===== src/rtl/i2cee_pkg.sv =====
package i2cee_pkg;

  typedef struct packed {
    logic start;
    logic stop;
    logic rise;
    logic same;
  } bus_ev_t;

  function automatic int unsigned img_value(input int unsigned a,
                                            input int unsigned mul,
                                            input int unsigned add,
                                            input int unsigned width);
    return (a * mul + add) % (1 << width);
  endfunction

endpackage


===== src/rtl/i2cee_edge.sv =====
module i2cee_edge
  import i2cee_pkg::*;
(
  input  logic    upd,
  input  logic    scl_q,
  input  logic    sda_q,
  input  logic    scl_in,
  input  logic    sda_in,
  output bus_ev_t ev
);
  logic cond;

  // SDA moving while SCL is held high is a bus condition
  assign cond     = upd & scl_q & scl_in & (sda_q != sda_in);
  assign ev.start = cond & ~sda_in;
  assign ev.stop  = cond & sda_in;
  assign ev.rise  = upd & ~scl_q & scl_in;
  assign ev.same  = (sda_q == sda_in);
endmodule


===== src/rtl/i2cee_rom.sv =====
module i2cee_rom #(
  parameter int ADDR_W  = 8,
  parameter int DATA_W  = 8,
  parameter int IMG_MUL = 37,
  parameter int IMG_ADD = 11
) (
  input  logic [ADDR_W-1:0] addr,
  output logic [DATA_W-1:0] data
);
  import i2cee_pkg::*;
  localparam int DEPTH = 1 << ADDR_W;

  logic [DATA_W-1:0] image [DEPTH];

  for (genvar i = 0; i < DEPTH; i++) begin : g_img
    localparam logic [DATA_W-1:0] VAL =
      DATA_W'(img_value(i, IMG_MUL, IMG_ADD, DATA_W));
    assign image[i] = VAL;
  end

  assign data = image[addr];
endmodule


===== src/rtl/i2cee_ctrl.sv =====
module i2cee_ctrl
  import i2cee_pkg::*;
#(
  parameter int CMD_W  = 8,
  parameter int ADDR_W = 8,
  parameter int DATA_W = 8,
  parameter int TICK_W = 5
) (
  input  logic              clk,
  input  logic              rst_n,
  input  logic              upd,
  input  logic              scl_in,
  input  logic              sda_in,
  input  bus_ev_t           ev,
  input  logic [DATA_W-1:0] rom_data,
  output logic [ADDR_W-1:0] rom_addr,
  output logic              scl_q,
  output logic              sda_q,
  output logic [TICK_W-1:0] tick,
  output logic              ack_pend
);
  localparam logic [TICK_W-1:0] ACK_T = TICK_W'(CMD_W + 1);
  localparam logic [TICK_W-1:0] END_T = TICK_W'(CMD_W + ADDR_W + 1);

  logic [CMD_W-1:0]  cmd, cmd_n;
  logic [ADDR_W-1:0] addr, addr_n;
  logic [DATA_W-1:0] data, data_n;
  logic [TICK_W-1:0] tick_n, tick_inc;
  logic              ack_n, sda_n;

  assign tick_inc = tick + 1'b1;
  assign rom_addr = {addr[ADDR_W-2:0], sda_in};

  always_comb begin
    cmd_n  = cmd;
    addr_n = addr;
    data_n = data;
    tick_n = tick;
    ack_n  = ack_pend;
    sda_n  = sda_in;
    if (ev.start) begin
      tick_n = TICK_W'(1);
      cmd_n  = '0;
    end else if (ev.stop) begin
      tick_n = tick;
    end else if (tick == '0 && !ack_pend) begin
      tick_n = tick;
    end else if (ev.rise) begin
      if (ack_pend) begin
        sda_n = 1'b0;
        ack_n = 1'b0;
      end else if (ev.same) begin
        if (tick < ACK_T) begin
          cmd_n  = {cmd[CMD_W-2:0], sda_in};
          tick_n = tick_inc;
          if (tick_inc == ACK_T) ack_n = 1'b1;
        end else if (tick < END_T) begin
          if (cmd[0]) sda_n = data[DATA_W-1];
          addr_n = rom_addr;
          data_n = data << 1;
          tick_n = tick_inc;
          if (tick_inc == END_T) begin
            data_n = rom_data;
            ack_n  = 1'b1;
            tick_n = '0;
          end
        end else begin
          sda_n = 1'b0;
        end
      end
    end
  end

  always_ff @(posedge clk) begin
    if (!rst_n) begin
      cmd      <= '0;
      addr     <= '0;
      data     <= '0;
      tick     <= '0;
      ack_pend <= 1'b0;
      scl_q    <= 1'b1;
      sda_q    <= 1'b1;
    end else if (upd) begin
      cmd      <= cmd_n;
      addr     <= addr_n;
      data     <= data_n;
      tick     <= tick_n;
      ack_pend <= ack_n;
      scl_q    <= scl_in;
      sda_q    <= sda_n;
    end
  end
endmodule


===== src/rtl/eeprom_i2c_target.sv =====
module eeprom_i2c_target #(
  parameter int CMD_W   = 8,
  parameter int ADDR_W  = 8,
  parameter int DATA_W  = 8,
  parameter int IMG_MUL = 37,
  parameter int IMG_ADD = 11
) (
  input  logic clk,
  input  logic rst_n,
  input  logic upd_valid,
  input  logic scl_in,
  input  logic sda_in,
  output logic sda_out
);
  import i2cee_pkg::*;
  localparam int TICK_W = $clog2(CMD_W + ADDR_W + 2);

  bus_ev_t           ev;
  logic              scl_q, sda_q, ack_pend;
  logic [TICK_W-1:0] tick;
  logic [ADDR_W-1:0] rom_addr;
  logic [DATA_W-1:0] rom_data;
  logic              ev_start, ev_rise;

  i2cee_edge u_edge (
    .upd(upd_valid), .scl_q(scl_q), .sda_q(sda_q),
    .scl_in(scl_in), .sda_in(sda_in), .ev(ev)
  );

  i2cee_rom #(.ADDR_W(ADDR_W), .DATA_W(DATA_W),
              .IMG_MUL(IMG_MUL), .IMG_ADD(IMG_ADD)) u_rom (
    .addr(rom_addr), .data(rom_data)
  );

  i2cee_ctrl #(.CMD_W(CMD_W), .ADDR_W(ADDR_W), .DATA_W(DATA_W),
               .TICK_W(TICK_W)) u_ctrl (
    .clk(clk), .rst_n(rst_n), .upd(upd_valid), .scl_in(scl_in),
    .sda_in(sda_in), .ev(ev), .rom_data(rom_data), .rom_addr(rom_addr),
    .scl_q(scl_q), .sda_q(sda_q), .tick(tick), .ack_pend(ack_pend)
  );

  assign ev_start = ev.start;
  assign ev_rise  = ev.rise;
  assign sda_out  = sda_q;
endmodule


===== config.mk =====
export PLATFORM = sky130hd
export DESIGN_NAME = eeprom_i2c_target
export DESIGN_NICKNAME = d
export VERILOG_FILES = /design/src/rtl/i2cee_pkg.sv /design/src/rtl/i2cee_edge.sv /design/src/rtl/i2cee_rom.sv /design/src/rtl/i2cee_ctrl.sv /design/src/rtl/eeprom_i2c_target.sv
export SDC_FILE = /design/constraint.sdc
export NUM_CORES = 1
export LEC_CHECK = 0
export ABC_CLOCK_PERIOD_IN_PS = 5800
export BUFFER_PORTS_ARGS = -buffer_cell sky130_fd_sc_hd__buf_2
export CAP_MARGIN = 15
export CORE_ASPECT_RATIO = 1.75
export CORE_UTILIZATION = 55
export DETAILED_ROUTE_END_ITERATION = 7
export PLACE_DENSITY = 0.72
export RECOVER_POWER = 50
export SKIP_LAST_GASP = 1
export SLEW_MARGIN = 20
export SYNTH_ARGS = -nofsm -noshare
export SYNTH_HDL_FRONTEND = slang
export SYNTH_SLANG_ARGS = --single-unit

===== constraint.sdc =====
create_clock -name clk -period 5.8 [get_ports clk]
set_input_delay 1.16 -clock clk [delete_from_list [all_inputs] [get_ports clk]]
set_output_delay 1.16 -clock clk [all_outputs]
set_load 0.03 [all_outputs]

Word-level counts from Yosys, hierarchy flattened
Memory sizes are Yosys's and may differ from the RTL's.
Index checks and enable logic that the tools add are counted.

word-level totals
  latch bits = 0
  input bits = 5
  register bits after elaboration = 24
  memory bits (read-only) = 2,048
  RAM bits = 0
  memories = 1

operators by class
  eq/ne operators = 7
  div/mod/pow operators = 0
  $add $sub $neg = 1
  reduce and logical (&&, ||, !) cells = 11
  multiplexer cells = 34
  $mul = 0
  bitwise operators = 15
  shift-type cells = 0
  magnitude comparators = 3

memory list
  name             words  width  read ports  clocked after memory_dff  write ports  line             source
  (no name shown)  256    8      1           0                         0            i2cee_rom.sv:21  assign data = image[addr];

operators with widths
  kind                   count
  $mux W5                9
  $mux W8                3
  $mux W1                22
  $reduce_and A7 Y1      2
  $ge A9 B9 Y1 const B   1
  $not A8 Y9             1
  $reduce_and A9 Y1      1
  $and A1 B1 Y1          7
  $not A1 Y1             7
  $reduce_bool A2 Y1     3
  $add A5 B1 Y5 const B  1
  $eq A5 B4 Y1 const B   1
  $eq A5 B5 Y1 const B   1
  $logic_not A5 Y1       1
  $lt A5 B4 Y1 const B   1
  $lt A5 B5 Y1 const B   1
  $reduce_and A5 Y1      1
  $ne A2 B2 Y1 const B   2
  $reduce_bool A3 Y1     1
  $ne A2 B1 Y1 const B   1
  $eq A1 B1 Y1           1
  $logic_and A1 B1 Y1    1
  $logic_not A1 Y1       1
  $ne A1 B1 Y1           1

Logic depth before layout (Yosys ltp)
  depth after elaboration = 11
  depth in mapped cells = 9

Modules after synthesis
A second synthesis with hierarchy kept.

unflattened totals
  cell total of the unflattened synthesis = 335
  area, all modules = 2,660.1 um^2

modules (own cells, without submodules)
  module      area an instance (um^2)  instances  seq. area each (um^2)  cells each
  i2cee_ctrl  1,430.1                  1          480.5                  165
  i2cee_rom   1,178.6                  1          0.0                    164
  i2cee_edge  51.3                     1          0.0                    6

Least setup slack after synthesis
No wires, ideal clock.

  path kind = input to register
  from = input sda_in
  to = register u_ctrl.data[7]
  stages = 8
  data required time = 5,714 ps
  arrival time = 2,814 ps
  path slack = 2,900 ps
  buffers on the path = 0
  setup time = 86 ps
  cell sequence = inv_1 ha_1 nor2_1 or2_0 mux4_2 a221oi_1 nor4_1 a211oi_1

on the way
  word-level cells in the longest chain between the ends = 5
  elaborated cells on any way between the ends = 14

RTL lines
  item                                                                     line                               source
  from (decl)                                                              eeprom_i2c_target.sv:12            input logic sda_in,
  $not A8 Y9 (not written as such) / $ne A1 B1 Y1 (equally long branches)  i2cee_rom.sv:21, i2cee_edge.sv:14
  $mem_v2 Z256 W8 / $and A1 B1 Y1 (equally long branches)                  --
  $mux W8 (not written as such) (tied with other cells)                    i2cee_rom.sv:21
  $mux W8 (not written as such) / $not A1 Y1 (equally long branches)       --
  $mux W8 / $reduce_and A9 Y1 (equally long branches)                      --
  to (signal assigned)                                                     i2cee_ctrl.sv:86                   data <= data_n;
  to (decl)                                                                i2cee_ctrl.sv:27                   logic [DATA_W-1:0] data, data_n;

Parallel ways exist; a longest one is shown, timed or not. The select of a mux whose other input is x is not followed.
A chain may end at the register's enable or synchronous reset.

Worst setup path after layout
Same ends and word-level chain as after synthesis.

==> metrics.txt <==
status finished clean; core area a little under 0.004 mm^2; Hold Crit Class flop to flop; WL/cell ~18 um; headroom to the max-slew limit 8.85%; drt pass-1 iters 5; cell taking the most area after synthesis dfxtp_1; H-Tree Depth 1; drt drc 0; Mapped Area roughly 0.0023 mm^2; first-pass GRT wire length between 10000 and 15000 um; Via-to-Cell Ratio around 6.6; Initial Utilization between 50% and 60%; most frequent cell after synthesis nand2_1; num rows 30; number of global-route vias before repair around 2100; die area around 0.0044 mm^2; fin. max-slew vios 0; ratio of cells with drive above 1 in the final layout between 7 and 8%; RSZ-0062 raised after global routing false; number of synthesized flops with an enable pin 0; clock sink count 24; Area Overhead vs Synth 1.76%; fin crit share between 60% and 70%; initial antenna violation count 0; static leakage between 0.7 and 0.8 nW; final setup violation count 0; Post-CTS Setup Bufs 0; f_max ~250 MHz; syn_area_per_cell approximately 7.3 um^2; drt initial violations between 90 and 100; register area share after synthesis a little over a fifth; crit path launch type primary input; # hold bufs at CTS 0; PortBufs 5; ys async rst share 0%; Worst setup EP type flop; ys flop type dfxtp_1; CTS tree yes; num ports 6; Worst-Skew Late Latency between 0.2 and 0.3 ns; Ant. Diodes 0; hold depth 2; post-synth top area share about a fifth; via count about 2300; Cell variety after synth slightly below 60; #FFs+latches synth 24; Post-Syn Nets 328; YS warnings 0; largest net degree at the start of global routing 40; Resized Gates After CTS 0; Antenna Nets Post-Route 0; Hold Vio Cnt, Final 0; final WL ~6300 um; Synth area leaders dfxtp_1 (21%), nand2_1 (8.4%), a21oi_1 (6.6%); gr usage total between 30% and 40%; die width between 50 and 60 um; Final min period roughly 4 ns; clk buf depth 2; Routability Congestion between 0.8 and 0.9; Worst EP required approximately 6.0 ns; DP Wirelength 4530 um; Setup CP Type primary input to flop; clock slew at reported path FFs about 0.090 ns; Net count, final 316; Final TNS setup 0 ns; peak supply drop 119 uV; Tightest Pin Transition around 1.4 ns; GRT overflow 0; Min Hold Slack 0.460 ns; crit path DAT slightly above 4 ns; TritonCTS Buffers 3; Layout Skew between 0.002 and 0.0025 ns; Cell Pwr Density roughly 150 mW/mm^2; cell count after synthesis between 300 and 400; DIE HEIGHT between 80 and 90 um; clk root buf clkbuf_8; Worst Path Max Fanout 17; maxcap violations 0; r2r worst-path depth 8; commonest cells in the netlist nand2_1 (51), a21oi_1 (30), dfxtp_1 (24)
-- worst paths after layout --
check / from / to / slack [ns]
worst min register to register: u_ctrl.data[1] / u_ctrl.data[1] / 0.46
worst max register to register: u_ctrl.tick[0] / u_ctrl.data[7] / 2.44
worst min-delay path: u_ctrl.data[1] / u_ctrl.data[1] / 0.46
worst max-delay path: sda_in / u_ctrl.data[7] / 1.86
-- layout by cell type, fill, tap and decap left out, drive strengths merged, types with 3 or more instances in the layout --
master / synthesis / final
nor2b: 9 / 9
ha: 11 / 11
o31ai: 3 / 3
nand3: 7 / 7
buf: 12 / 4
dfxtp: 24 / 24
or2: 4 / 4
o211ai: 6 / 6
mux4: 5 / 5
a311oi: 4 / 4
nor3: 8 / 8
a211oi: 4 / 4
mux2i: 3 / 3
inv: 14 / 14
nor2: 20 / 20
nand2b: 3 / 3
clkbuf: 12 / 6
nand2: 51 / 51
a21oi: 30 / 30
a21o: 4 / 4
o21ai: 19 / 19
xnor2: 4 / 4
and2: 4 / 4
a31oi: 5 / 5
nand4: 4 / 4
o21bai: 4 / 4
-- state kept, by name (all words and copies together) (netlist names) --
signal and count:
u_ctrl.addr 7, u_ctrl.ack_pend 1, u_ctrl.scl_q 1, u_ctrl.tick 5, u_ctrl.cmd 1, u_ctrl.sda_q 1, u_ctrl.data 8
-- report_power, final --
group	total, mW	internal [mW]	switching [mW]
Sequential	0.168	0.166	0.00163
Clock	0.154	0.0926	0.0615
Combinational	0.0299	0.0107	0.0193
-- cell families after synthesis --
group                    share of synthesized area [%]
AND/OR/NAND/NOR                                   26.5
AO/OA/AOI/OAI                                     29.8
buffers and inverters                             7.43
flip-flops                                        21.1
adder cells (fa/ha/maj)                           6.05
multiplexers                                      6.77
XOR/XNOR                                          2.31
-- area by class of cell --
class                   count  area (um^2)
clock inverters             1         30.0
well taps                  48         60.1
clock buffers               3         41.3
multi-input cells         249         1610
inverters                  15         56.3
flip-flops and latches     24          480
repair buffers              7         36.3
fillers                   401         1590
-- layer usage --
metal | GRT usage [%] | vias to the layer above | wire, um
li1 | - | 1108 | -
met3 | 1.92 | 28 | 288
met5 | 0 | - | 0
met4 | 22.5 | 0 | 378
met1 | 32.8 | 1072 | 2320
met2 | 54.4 | 85 | 3270
-- worst max-delay path, stage by stage --
cell and delay (ns):
clkbuf_1 0.51, xor2_1 0.15, nor4_1 1.05, and3_1 0.70, o21ai_0 0.22, o221ai_1 0.24, a211oi_1 0.07
-- through the flow --
| stage | util [%] | setup slack [ns] | total power [mW] | cells | area, um^2 |
|---|---|---|---|---|---|
| after floorplan | - | 2.90 | 0.193 | 312 | 2270 |
| after global placement | 57.9 | 2.47 | 0.202 | 343 | 2260 |
| after detailed placement | 57.9 | 2.39 | 0.202 | 343 | 2260 |
| after CTS | 59.8 | 2.67 | 0.352 | 347 | 2330 |
| after global routing | 59.3 | 1.55 | 0.362 | 347 | 2310 |
| final | 59.3 | 1.86 | 0.352 | 347 | 2310 |
(Power assumes the default switching activity.)
